`config.mk`:
```
export PLATFORM = sky130hd
export DESIGN_NAME = conv_readout_port
export DESIGN_NICKNAME = d
export VERILOG_FILES = /design/src/rtl/rdout_pkg.sv /design/src/rtl/rdout_sync.sv /design/src/rtl/rdout_clamp.sv /design/src/rtl/rdout_shifter.sv /design/src/rtl/conv_readout_port.sv
export SDC_FILE = /design/constraint.sdc
export NUM_CORES = 1
export LEC_CHECK = 0
export BUFFER_PORTS_ARGS = -buffer_cell sky130_fd_sc_hd__buf_2
export CAP_MARGIN = 5
export CORE_MARGIN = 2
export CORE_UTILIZATION = 40
export CTS_CLUSTER_SIZE = 16
export DETAILED_ROUTE_END_ITERATION = 7
export GPL_ROUTABILITY_DRIVEN = 0
export HOLD_SLACK_MARGIN = 0.05
export PLACE_DENSITY_LB_ADDON = 0.2
export SYNTH_ARGS = -nofsm -noshare
export SYNTH_HDL_FRONTEND = slang
export SYNTH_SLANG_ARGS = --single-unit
```
`constraint.sdc`:
```
create_clock -name clk -period 3.5 [get_ports clk]
set_clock_uncertainty 0.2 [all_clocks]
set_input_delay 0.7 -clock clk [delete_from_list [all_inputs] [get_ports clk]]
set_output_delay 0.7 -clock clk [all_outputs]
set_load 0.01 [all_outputs]
```
`src/rtl/rdout_pkg.sv`:
```
// Package: shared types for the converter result readout port.
// Assumes nothing beyond IEEE 1800-2017.
package rdout_pkg;

    // Readout sequencer states
    typedef enum logic [2:0] {
        RD_IDLE   = 3'd0,  // no readout, sdata released
        RD_LOAD   = 3'd1,  // copy the held word into the shifter
        RD_ARM    = 3'd2,  // waiting for the arming rising sclk edge
        RD_SHIFT  = 3'd3,  // shifting on falling sclk edges
        RD_FINISH = 3'd4,  // deselected early, completing the current bit
        RD_DONE   = 3'd5   // all bits sent, driving zero until deselect
    } rd_state_e;

endpackage

```
`src/rtl/rdout_sync.sv`:
```
// Module: rdout_sync
// Synchronises N asynchronous single-bit inputs through STAGES flops each
// and flags their rising and falling edges in the destination clock domain.
// Assumes STAGES >= 2 and that inputs stay stable for at least
// STAGES + 1 destination clocks between changes.
module rdout_sync #(
    parameter int unsigned N       = 2,
    parameter int unsigned STAGES  = 2,
    parameter logic [N-1:0] RST_VAL = '0
) (
    input  logic         clk,
    input  logic         rst_n,
    input  logic [N-1:0] async_i,
    output logic [N-1:0] level_o,
    output logic [N-1:0] rise_o,
    output logic [N-1:0] fall_o
);

    logic [N-1:0] prev_q;

    for (genvar i = 0; i < N; i++) begin : g_chain
        logic [STAGES-1:0] chain_q;

        // Metastability chain for one input bit
        always_ff @(posedge clk) begin
            if (!rst_n) begin
                chain_q <= {STAGES{RST_VAL[i]}};
            end else begin
                chain_q <= {chain_q[STAGES-2:0], async_i[i]};
            end
        end

        assign level_o[i] = chain_q[STAGES-1];
    end

    // Delayed copy of the synchronised levels for edge detection
    always_ff @(posedge clk) begin
        if (!rst_n) begin
            prev_q <= RST_VAL;
        end else begin
            prev_q <= level_o;
        end
    end

    assign rise_o = level_o & ~prev_q;
    assign fall_o = ~level_o & prev_q;

endmodule

```
`src/rtl/rdout_clamp.sv`:
```
// Module: rdout_clamp
// Converts a raw result to the output coding and applies saturation.
// In bipolar mode the raw value is two's complement and becomes offset
// binary. Over-range forces all ones, under-range all zeros, and
// over-range wins if both flags are set. Purely combinational.
module rdout_clamp #(
    parameter int unsigned WORD_W = 16
) (
    input  logic [WORD_W-1:0] raw_i,
    input  logic              bipolar_i,
    input  logic              sat_hi_i,
    input  logic              sat_lo_i,
    output logic [WORD_W-1:0] word_o
);

    logic [WORD_W-1:0] coded;

    // Range coding: flip the sign bit for offset binary
    always_comb begin
        coded = raw_i;
        if (bipolar_i) begin
            coded[WORD_W-1] = ~raw_i[WORD_W-1];
        end
    end

    // Saturation override, over-range has priority
    always_comb begin
        if (sat_hi_i) begin
            word_o = {WORD_W{1'b1}};
        end else if (sat_lo_i) begin
            word_o = '0;
        end else begin
            word_o = coded;
        end
    end

endmodule

```
`src/rtl/rdout_shifter.sv`:
```
// Module: rdout_shifter
// Readout sequencer and shift register. A start pulse loads the word. A
// rising sclk edge arms shifting, and each falling edge then advances one
// bit, MSB first. Deselect part way through holds the current bit until
// the next falling edge. Assumes start occurs only in RD_IDLE and that the
// edge strobes come from a synchroniser.
module rdout_shifter
    import rdout_pkg::*;
#(
    parameter int unsigned WORD_W = 16
) (
    input  logic              clk,
    input  logic              rst_n,
    input  logic              start_i,
    input  logic              cs_hi_i,
    input  logic              sclk_rise_i,
    input  logic              sclk_fall_i,
    input  logic [WORD_W-1:0] word_i,
    output logic              sdata_o,
    output logic              sdata_oe_o,
    output logic              busy_o,
    output logic              done_o
);

    localparam int unsigned CNT_W = $clog2(WORD_W + 1);

    rd_state_e         state_q, state_d;
    logic [WORD_W-1:0] shreg_q;
    logic [CNT_W-1:0]  left_q;
    logic              shift_now;
    logic              last_bit;

    assign last_bit  = (left_q == CNT_W'(1));
    assign shift_now = (state_q == RD_SHIFT) && !cs_hi_i && sclk_fall_i;
    assign done_o    = shift_now && last_bit;

    // Next-state selection for the readout sequence
    always_comb begin
        state_d = state_q;
        unique case (state_q)
            RD_IDLE:   if (start_i) state_d = RD_LOAD;
            RD_LOAD:   state_d = RD_ARM;
            RD_ARM: begin
                if (cs_hi_i)          state_d = RD_FINISH;
                else if (sclk_rise_i) state_d = RD_SHIFT;
            end
            RD_SHIFT: begin
                if (cs_hi_i)          state_d = RD_FINISH;
                else if (done_o)      state_d = RD_DONE;
            end
            RD_FINISH: if (sclk_fall_i) state_d = RD_IDLE;
            RD_DONE:   if (cs_hi_i)     state_d = RD_IDLE;
            default:   state_d = RD_IDLE;
        endcase
    end

    // State register
    always_ff @(posedge clk) begin
        if (!rst_n) begin
            state_q <= RD_IDLE;
        end else begin
            state_q <= state_d;
        end
    end

    // Shift register and remaining-bit counter
    always_ff @(posedge clk) begin
        if (!rst_n) begin
            shreg_q <= '0;
            left_q  <= '0;
        end else if (state_q == RD_LOAD) begin
            shreg_q <= word_i;
            left_q  <= CNT_W'(WORD_W);
        end else if (shift_now) begin
            shreg_q <= {shreg_q[WORD_W-2:0], 1'b0};
            left_q  <= left_q - CNT_W'(1);
        end
    end

    // Output driver enable covers armed, shifting, finishing and done
    always_comb begin
        unique case (state_q)
            RD_ARM, RD_SHIFT, RD_FINISH, RD_DONE: sdata_oe_o = 1'b1;
            default:                              sdata_oe_o = 1'b0;
        endcase
    end

    assign sdata_o = sdata_oe_o & shreg_q[WORD_W-1];
    assign busy_o  = (state_q != RD_IDLE);

endmodule

```
`src/rtl/conv_readout_port.sv`:
```
// Module: conv_readout_port
// Serial readout port for finished converter words. It holds one clamped
// word, flags it on drdy_n and shifts it out when the host selects the
// port and clocks sclk. Assumes bipolar is static while words are loaded,
// and that each sclk phase lasts at least four system clocks.
module conv_readout_port #(
    parameter int unsigned WORD_W      = 16,
    parameter int unsigned SYNC_STAGES = 2
) (
    input  logic              clk,
    input  logic              rst_n,
    input  logic              bipolar,
    input  logic              res_valid,
    input  logic [WORD_W-1:0] res_data,
    input  logic              sat_hi,
    input  logic              sat_lo,
    input  logic              cs_n,
    input  logic              sclk,
    output logic              sdata,
    output logic              sdata_oe,
    output logic              drdy_n
);

    localparam int unsigned NSYNC = 2;  // bit 0: cs_n, bit 1: sclk

    logic [NSYNC-1:0]  sync_lvl, sync_rise, sync_fall;
    logic              cs_hi, cs_fall, sclk_rise, sclk_fall;
    logic [WORD_W-1:0] clamped, word_q;
    logic              busy, done, start;
    logic              reassert_q, fresh_q;

    rdout_sync #(
        .N      (NSYNC),
        .STAGES (SYNC_STAGES),
        .RST_VAL(2'b01)
    ) sync_i (
        .clk    (clk),
        .rst_n  (rst_n),
        .async_i({sclk, cs_n}),
        .level_o(sync_lvl),
        .rise_o (sync_rise),
        .fall_o (sync_fall)
    );

    assign cs_hi     = sync_lvl[0];
    assign cs_fall   = sync_fall[0];
    assign sclk_rise = sync_rise[1];
    assign sclk_fall = sync_fall[1];

    rdout_clamp #(.WORD_W(WORD_W)) clamp_i (
        .raw_i    (res_data),
        .bipolar_i(bipolar),
        .sat_hi_i (sat_hi),
        .sat_lo_i (sat_lo),
        .word_o   (clamped)
    );

    // A select edge counts only with data ready and no readout running
    assign start = cs_fall && !drdy_n && !busy;

    rdout_shifter #(.WORD_W(WORD_W)) shift_i (
        .clk        (clk),
        .rst_n      (rst_n),
        .start_i    (start),
        .cs_hi_i    (cs_hi),
        .sclk_rise_i(sclk_rise),
        .sclk_fall_i(sclk_fall),
        .word_i     (word_q),
        .sdata_o    (sdata),
        .sdata_oe_o (sdata_oe),
        .busy_o     (busy),
        .done_o     (done)
    );

    // Held result word, replaced on every valid strobe
    always_ff @(posedge clk) begin
        if (!rst_n) begin
            word_q <= '0;
        end else if (res_valid) begin
            word_q <= clamped;
        end
    end

    // Marks a word that arrived while a readout was running
    always_ff @(posedge clk) begin
        if (!rst_n) begin
            fresh_q <= 1'b0;
        end else if (!busy) begin
            fresh_q <= 1'b0;
        end else if (res_valid) begin
            fresh_q <= 1'b1;
        end
    end

    // Data-ready flag with the one-cycle overwrite pulse
    always_ff @(posedge clk) begin
        if (!rst_n) begin
            drdy_n     <= 1'b1;
            reassert_q <= 1'b0;
        end else begin
            reassert_q <= 1'b0;
            if (res_valid && !busy && !drdy_n) begin
                drdy_n     <= 1'b1;
                reassert_q <= 1'b1;
            end else if (res_valid || reassert_q) begin
                drdy_n <= 1'b0;
            end else if (done && !fresh_q) begin
                drdy_n <= 1'b1;
            end
        end
    end

endmodule

```
# After elaboration in Yosys (flattened, before gate mapping)
# Cells that the tools add are included.
[totals]
ram_bits = 0
rom_bits = 0
mem_count = 0
output_inout_bits = 3
regBits = 49
latchBits = 0
inputBits = 24
[op_classes]
n_mul = 0
n_bitwise = 7
reduce_logical = 22
div_mod_pow = 0
magnitude_cmp = 0
addsub = 1
n_eq_ne = 11
mux = 19
shift = 0
[op_table]
columns = ["operator", "count"]
rows = [
  ["$mux 16", 4],
  ["$mux 3", 7],
  ["$pmux 3 s6", 1],
  ["$mux 5", 2],
  ["$logic_and 1x1->1", 8],
  ["$eq 3x2->1 const B", 2],
  ["$eq 3x3->1 const B", 2],
  ["$ne 3x3->1 const B", 2],
  ["$eq 5x1->1 const B", 1],
  ["$mux 1", 5],
  ["$reduce_and 5->1", 1],
  ["$sub 5x1->5 const B", 1],
  ["$and 2x2->2", 2],
  ["$logic_not 1->1", 4],
  ["$ne 2x2->1 const B", 2],
  ["$not 2->2", 2],
  ["$reduce_bool 2->1", 2],
  ["$reduce_or 2->1", 2],
  ["$reduce_or 4->1", 1],
  ["$eq 3x1->1 const B", 1],
  ["$logic_not 3->1", 1],
  ["$reduce_bool 3->1", 1],
  ["$ne 2x1->1 const B", 1],
  ["$not 1->1", 2],
  ["other kinds (3)", 3],
]

# Logic depth before layout (Yosys ltp)
# Gate-level depths: netlist of the first run.
[logic_depth]
ltp_word = 7
mapped_depth = 7

# By module
# From an unflattened synthesis of the first run, not the netlist that was laid out.
[unflattened]
hier_cells = 240
hier_area_um2 = 2343.5
[by_module_without_submodules]
columns = ["module", "seq_area_each_um2", "area_each_um2", "n_inst", "cells_per_inst"]
rows = [
  ["rdout_shifter", 480.5, 1248.7, 1, 139],
  ["conv_readout_port", 380.4, 723.2, 1, 62],
  ["rdout_sync", 120.1, 197.7, 1, 18],
  ["rdout_clamp", 0.0, 173.9, 1, 21],
]

# Worst setup path before layout of the first run
# No wires, ideal clock.
[synth_path]
path_kind = "in2reg"
from = "in rst_n"
to = "reg shift_i.state_q[1]"
stages = 5
arrival_time_ns = 1.559
required_time_ns = 3.177
setup_ns = 0.123
setup_slack_ns = 1.619
path_cell_list = "clkbuf_1 > inv_1 > clkbuf_1 > buf_2 > nor3_1"
[synth_rtl]
columns = ["item", "line_no", "rtl"]
rows = [
  ["start: declaration", "conv_readout_port.sv:11", "input logic rst_n,"],
  ["end signal: assignment", "rdout_shifter.sv:62", "state_q <= state_d;"],
  ["end: declaration", "rdout_shifter.sv:27", "rd_state_e state_q, state_d;"],
]
# No word-level cell between the ends.

# Worst setup path in the final report of the first run
[layout_path]
from = "reg shift_i.state_q[1]"
to = "reg shift_i.shreg_q[12]"
[layout_between]
elab_chain_len = 4
[layout_rtl]
columns = ["item", "line_no", "rtl"]
rows = [
  ["$eq 3x2->1", "rdout_shifter.sv:34", "assign shift_now = (state_q == RD_SHIFT) && !cs_hi_i && sclk_fall_i;"],
  ["$logic_and 1x1->1 (2 in a row)", "rdout_shifter.sv:34", ""],
  ["$reduce_bool 2->1 (no source line)", "-", ""],
  ["end signal: assignment", "rdout_shifter.sv:72", "shreg_q <= word_i;"],
  ["end signal: assignment", "rdout_shifter.sv:75", "shreg_q <= {shreg_q[WORD_W-2:0], 1'b0};"],
  ["end: declaration", "rdout_shifter.sv:28", "logic [WORD_W-1:0] shreg_q;"],
]
# Several ways; a longest one is shown, not always the timed one.
# A chain may end at the register's enable or synchronous reset.

==> results.txt, run 1 <==
- Sinks on Clock Net: 49
- Result of the run: finished, final reports clean
- Number of I/O port buffers: 26
- The floorplan step defined a core boundary enclosing 0.00511 mm2.
- For this configuration, the core starts out at a cell density of 41.7%.
* Die Wd: 77.0 um
* Detailed-route via count: 1683
* Count of flip-flops with a built-in enable after synthesis: 0
- Category of cells accounting for the largest share of critical-path delay: simple AND/OR/NAND/NOR gates
* TritonCTS clock tree: yes
- Maximum resistive drop on vdd: 0.000265 V
- Fill cells in the final layout number 522.
- Max Transition Viols Final: 0
- Met2 track demand over resource in global routing: 22.9%
- Summed over all instances, the cell type with the most area after synthesis is sky130_fd_sc_hd__dfxtp_1.
* Post-detailed-route wirelength per cell: 12.4 um
- Each instance of the synthesized netlist takes up on average 8.52 um2.
- The die covers 0.00592 mm2.
- The first detailed-routing pass ran for 4 iterations.
* Buffer and inverter count on the worst path: 0
- Fraction of final layout cells with drive strength greater than 1: 19.2%
* Achievable clock frequency: 0.444 GHz
- Half-perimeter wire length after placement: 2620 um
* Wire length reported by the detailed router: 4170 um
- In this design, the stage delay of the slowest critical-path cell is 0.69 ns.
- Asr flop ratio synth: 0%
- Ranked by total cell area, the synthesized netlist is headed by sky130_fd_sc_hd__dfxtp_1 (46%), sky130_fd_sc_hd__nor2_1 (7.2%), sky130_fd_sc_hd__nand2_1 (5.1%).
* Congestion Overflow GR: 0
- Clock tree synthesis selected as its root buffer the cell sky130_fd_sc_hd__clkbuf_8.
- Endpoint required time on the critical path: 3.51 ns
- Measured against its own limit, the worst slew margin works out to 43.5%.
* Total of cells resized after clock tree synthesis: 0
* Final setup violation count: 0
- The longest clock path from root to sink contains 2 buffers.
- After synthesis, the netlist uses 37 different library cells.
* Cell type of the slowest stage on the worst timing path: sky130_fd_sc_hd__and2_1
- Vias in the first global route: 1573
* Share of synthesized area occupied by flip-flops and latches: 46.1%
- Antenna cells: 0
- Cts bufs inserted: 5
- CP Data Arrival Time: 2.27 ns
- After detailed routing, the number of remaining DRC violations is 0.
* Number of antenna violations at the first check in global routing: 0
* Power Density: 592 mW/mm2
* CTS HTree Levels: 2
* Share of the synthesized area in the top cell type: 46.1%
- For this run, global-route usage on met3 was measured as 3.88%.
- Along the worst path, the maximum fanout reaches 19.
* Number of DRC violations after detailed-routing iteration 0: 68
* Warning count from the yosys run: 0
- For this run, the leading register cell type out of synthesis is sky130_fd_sc_hd__dfxtp_1.
- Final total negative setup slack: 0 ns
- Setup repair after global routing left no endpoint under its margin.
- For met1 alone, demand over resource in global routing was 21.1%.
* Worst-margin pin slew: 0.847 ns
- Setup CP Type: reg2reg
* Most frequent cell after synthesis: sky130_fd_sc_hd__dfxtp_1
* Commonest cells in the synthesized netlist: sky130_fd_sc_hd__dfxtp_1 (49), sky130_fd_sc_hd__nor2_1 (41), sky130_fd_sc_hd__nand2_1 (29)
- Clock-pin slew was measured on the worst setup and hold paths at 0.08 ns.
- The count of nets left with antenna violations once routing finished came out at 0.
* Fin crit period: 2.25 ns
* Hold bufs inserted after CTS: 0
- Placement row count: 26
* Net count of the mapped netlist: 276
* GRT Util Overall: 15.4%
* Hold Fails Final Rpt: 0
- Worst min-delay path class: reg2reg
- Dividing the detail-routed via count by the number of cells gives 5.02.
- Height of the chip: 77.0 um
- Across the run, the number of max-cap violations was 0.
- The synthesized netlist occupies a cell area of 0.00213 mm2.
- Buffers inserted by post-CTS timing repair: 0
- Post-synthesis cell count: 250
- # nets final: 291
- Summed over all cells, the static leakage comes to 0.919 nW.
- The final critical path takes up 64.4% of the cycle.
- Excluding fillers, the count of instances in the completed layout stands at 335.
* Critical Path Start Type: flip-flop
- The later pin in the worst-skew pair is clocked with a latency of 0.31 ns.
- Walking the worst path, the cells encountered are and4bb_4 > and2_1 > nand2_1 > a311oi_1.
- Compared with the post-synthesis result, the final layout area differs by 9.99%.
* Cell count after placement: 328
- met2 is the most crowded layer.
* Global-route wire length before repair: 7310 um
- Pin placement for this block handled 27 I/O pins.
- Entering global routing, the biggest net connects 29 pins.
* Post-synthesis sequential element count: 49
- Endpoint class of the critical path: flip-flop
==> cell families (layout without fill, tap and decap cells) <==
logic type / count (synthesis) / in the layout / share of synthesized area [%]
compound gates: 61 / 61 / 20.4
xor+xnor: 6 / 6 / 2.47
fa+ha+maj: 2 / 2 / 1.17
buf+inv: 28 / 43 / 6.58
flops: 49 / 49 / 46.1
mux: 2 / 2 / 0.940
simple gates: 102 / 102 / 22.4
==> cells in the final DEF, fill, tap and decap left out, drive strengths merged <==
master   synthesis  routed
a211oi           2       2
nand2           36      36
a311oi          15      15
and2             5       5
or3b             3       3
nor3             3       3
or3              1       1
nand2b           4       4
a211o            1       1
nor4b            1       1
nand4            1       1
o21ai           18      18
a32o             1       1
ha               2       2
nor2b            2       2
nand3            3       3
a21boi           1       1
xnor2            1       1
o2bb2ai          1       1
nor2            41      41
a31oi            3       3
o311ai           1       1
clkbuf          11       7
mux2i            2       2
nand3b           1       1
xor2             5       5
a21oi           17      17
o22ai            1       1
and4bb           1       1
inv              7       7
buf             10      29
dfxtp           49      49
==> layout make-up <==
cell class                      instances  area (um2)  area share (%)
Multi-Input combinational cell        173        1010            43.1
Sequential cell                        49         981            41.9
Timing Repair Buffer                   29         153            6.52
Tap cell                               70        87.6            3.74
Clock buffer                            7        86.3            3.69
Inverter                                7        26.3            1.12
==> flip-flops by register name (all words and copies together), names as in the netlist <==
register,flops
fresh_q,1
reassert_q,1
sync_i.g_chain.chain_q,4
shift_i.state_q,3
sync_i.prev_q,2
word_q,16
shift_i.shreg_q,16
shift_i.left_q,5
drdy_n,1
==> per-layer routing <==
| metal | vias up | routed length, um |
|---|---|---|
| met5 | - | 0 |
| met4 | 0 | 78 |
| met3 | 6 | 158 |
| met2 | 27 | 1690 |
| met1 | 774 | 2240 |
| li1 | 876 | - |
==> path summary, 6_finish.rpt <==
check	start	end	slack, ns	cells past startpoint
setup / recovery	shift_i.state_q[1]	shift_i.shreg_q[12]	1.25	4
setup reg to reg	shift_i.state_q[1]	shift_i.shreg_q[12]	1.25	4
hold reg to reg	sync_i.g_chain[0].chain_q[0]	sync_i.g_chain[0].chain_q[1]	0.21	1
hold / removal	sync_i.g_chain[0].chain_q[0]	sync_i.g_chain[0].chain_q[1]	0.21	1
==> power by group <==
| part | leakage [nW] | internal [W] | switching (W) | total (W) |
|---|---|---|---|---|
| sequential | 0.403 | 0.000651 | 0.0000659 | 0.000716 |
| combinational | 0.471 | 0.000142 | 0.000189 | 0.000331 |
| clock | 0.0443 | 0.000157 | 0.000182 | 0.000339 |
| total | 0.919 | 0.000949 | 0.000436 | 0.00139 |
==> metrics by stage <==
step | area [um2] | util [%] | hold WS, ns | setup WS (ns) | power, W
floorplan | 2130 | - | 0.186 | 1.62 | 0.000990
global placement | 2260 | 44.2 | 0.207 | 1.31 | 0.00106
detailed placement | 2260 | 44.2 | 0.191 | 1.29 | 0.00106
CTS | 2340 | 45.9 | 0.212 | 1.25 | 0.00140
global route | 2340 | 45.9 | 0.249 | 1.04 | 0.00148
finish | 2340 | 45.9 | 0.211 | 1.25 | 0.00139
(Power assumes the default switching activity.)
==> inputs of run 2 (changes only) <==
clock period = 2 ns   (was 3.5 ns; I/O delays follow)
==> results.txt, run 2 (synthesized netlist as in run 1, its figures left out) <==
- Category of cells accounting for the largest share of critical-path delay: flip-flops
- Setup repair after global routing left no endpoint under its margin.
* Placement row count: 26 (unchanged)
- The worst setup path is launched from a flip-flop.
- Sinks on Clock Net: 49 (unchanged)
- The final core area utilization was 47.9% (+2.0 points).
* Number of I/O port buffers: 26 (unchanged)
* Filler cell count: 497 (-4.8%)
* Cell type of the slowest stage on the worst timing path: sky130_fd_sc_hd__dfxtp_2
- The top-level I/O count came to 27 (unchanged).
- Clock latency on the worst-skew pair: 0.30 ns (about the same)
- The worst hold margin was 0.0738 ns (-0.137 ns).
- The number of diodes is 0 (unchanged).
* Core outline area: 0.00511 mm2 (unchanged)
- The height of the die came to 77.0 um (unchanged).
- Wire length reported by the detailed router: 4230 um (+1.6%)
- Leakage power summed over all cells: 0.977 nW (+6.4%)
- Clock transition time at the flip-flop clock pins of the worst setup and hold paths: 0.08 ns (about the same)
- Clock tree root driver cell: sky130_fd_sc_hd__clkbuf_8
- The number of violations reported at the end of detailed-routing iteration 0 was 82 (+21%).
* # nets final: 298 (+2.4%)
- The setup TNS came to 0 ns (unchanged).
- The largest driver fanout on the critical path was 10 (-9).
- The area of the multi-input gates is 0.00101 mm2 (+0.62%).
- The non-filler instance count after layout was 343 (+2.4%).
- Max-capacitance violation count: 0 (unchanged)
* Peak per-stage delay on the critical path: 0.43 ns (-0.26 ns)
- The number of placed cells counting well taps came to 335 (+2.1%).
- The post-DP HPWL is 2820 um (+7.9%).
- The worst path uses 92.6% of the clock period.
- STA classifies the critical path endpoint as an output pin.
* Achievable clock frequency: 0.540 GHz
* Congestion Overflow GR: 0 (unchanged)
* Worst-case headroom to the max-slew limit: 62.5% (+19 points)
* Setup CP Type: reg2out
- Overall power consumption: 0.00256 W (+85%)
- TritonCTS clock tree: yes
- Worst-margin pin slew: 0.562 ns (-0.285 ns)
- Reg area: 983 um2 (+0.26%)
- Clock buffer depth: 2 (unchanged)
* Area Overhead vs Synth: 14.9%
- Residual DRC count: 0 (unchanged)
- Vias in the first global route: 1698 (+7.9%)
- In the layout the commonest cells are sky130_fd_sc_hd__dfxtp_1 (47), sky130_fd_sc_hd__nor2_1 (41), sky130_fd_sc_hd__nand2_1 (29), sky130_fd_sc_hd__buf_2 (26), sky130_fd_sc_hd__o21ai_0 (18).
- The smallest clock period supported by the final layout is computed as 1.85 ns.
- Remaining antenna violation count: 0 (unchanged)
- The number of antenna violations at the first check in global routing was 0 (unchanged).
- The highest ir drop seen on vdd is 0.000432 V (+63%).
- Power Density: 1050 mW/mm2 (+77%)
- GRT Util Overall: 16.1% (+0.69 points)
- Count of TritonRoute iterations in the first routing pass: 5 (+1)
- The required time reported for the critical path endpoint was 1.40 ns (-2.11 ns).
- The count of endpoints failing setup in the final report was 0 (unchanged).
* Vias/cell: 4.95 (-1.5%)
- The buffering stage count on the worst path with inverters included is 1 (+1).
- The proportion of layout cells with a drive suffix above 1 came to 22.7% (+3.5 points).
- The data arrival at the endpoint of the critical path is 1.25 ns (-1.02 ns).
- Biggest registers after layout: shift_i.shreg_q x16, word_q x16, shift_i.left_q x5
- The number of H-tree branching levels was 2 (unchanged).
- The effective utilization at floorplan is 41.7% (unchanged).
* Cells along the critical path: xor2_1 > and2_1 > buf_2
- The routed length per instance came to 12.3 um (-0.74%).
- The final-report hold violation count is 0 (unchanged).
- Worst min-delay path class: in2reg
- Leaving out fill and tap cells, the most frequent cell in the layout is sky130_fd_sc_hd__dfxtp_1.
- Max Transition Viols Final: 0 (unchanged)
- Maximum number of pins on one net before global-route repair: 35 (+21%)
- Detailed-route via count: 1697 (+0.83%)
* Total Die Area: 0.00592 mm2 (unchanged)
- The run finished with clean final reports.
- The global-route wire length before repair came to 7780 um (+6.4%).
- The hold buffer count at cts is 0 (unchanged).
* Cts bufs inserted: 5 (unchanged)
- Die Wd: 77.0 um (unchanged)
-- run 2: cell count changes in the layout (fill, tap and decap cells not counted), sizes merged --
cell	before	now
buf	29	36
bufinv	0	1
-- run 2: timing repair --
| item | in CTS | in global routing |
|---|---|---|
| setup buffers | 0 | 0 |
| setup endpoints to repair | 0 | 3 |
| resized for setup | 0 | 3 |
-- run 2: path summary, 6_finish.rpt --
kind                                start                            to  slack, ns  cells past startpoint
min reg2reg  sync_i.g_chain[0].chain_q[0]  sync_i.g_chain[0].chain_q[1]       0.21                      1
max                    shift_i.state_q[1]                         sdata       0.15                      3
max reg2reg            shift_i.state_q[0]           shift_i.shreg_q[10]       0.23                      5
min                                  cs_n  sync_i.g_chain[0].chain_q[0]       0.07                      2
-- run 2: cell type report --
class	count	share of cell area, %
sequential	49	40.2
tap	70	3.58
multi-input combinational	173	41.5
timing repair buffer	36	8.90
clock buffer	7	3.53
clock inverter	1	1.23
inverter	7	1.07
-- run 2: layer usage --
layer	vias to the layer above	part of all wire, %	global-route usage [%]
li1	894	-	-
met1	760	52	21.7
met2	39	43	24.7
met3	4	4.4	4.12
met4	0	0.99	6.00
met5	-	0	0
-- run 2: worst reg2reg max path: cells and delay by family (launching register included) --
| family | cells | cell delay (ns) |
|---|---|---|
| buffers and inverters | 1 | 0.19 |
| DFF | 1 | 0.50 |
| AOI/OAI and AO/OA | 1 | 0.24 |
| and+or+nand+nor | 3 | 0.54 |
-- run 2: through the flow --
step,setup WS (ns),cell area [um2]
4_1_cts,0.0453,2440
2_1_floorplan,0.299,2130
3_5_place_dp,0.147,2320
3_3_place_gp,0.162,2320
6_report,0.148,2450
5_1_grt,0.0398,2450
-- run 2: power by group --
group | switching (W) | total [W] | leakage [nW] | internal, W
clock network | 0.000316 | 0.000724 | 0.0585 | 0.000408
registers | 0.000120 | 0.00126 | 0.404 | 0.00114
logic | 0.000326 | 0.000577 | 0.515 | 0.000251
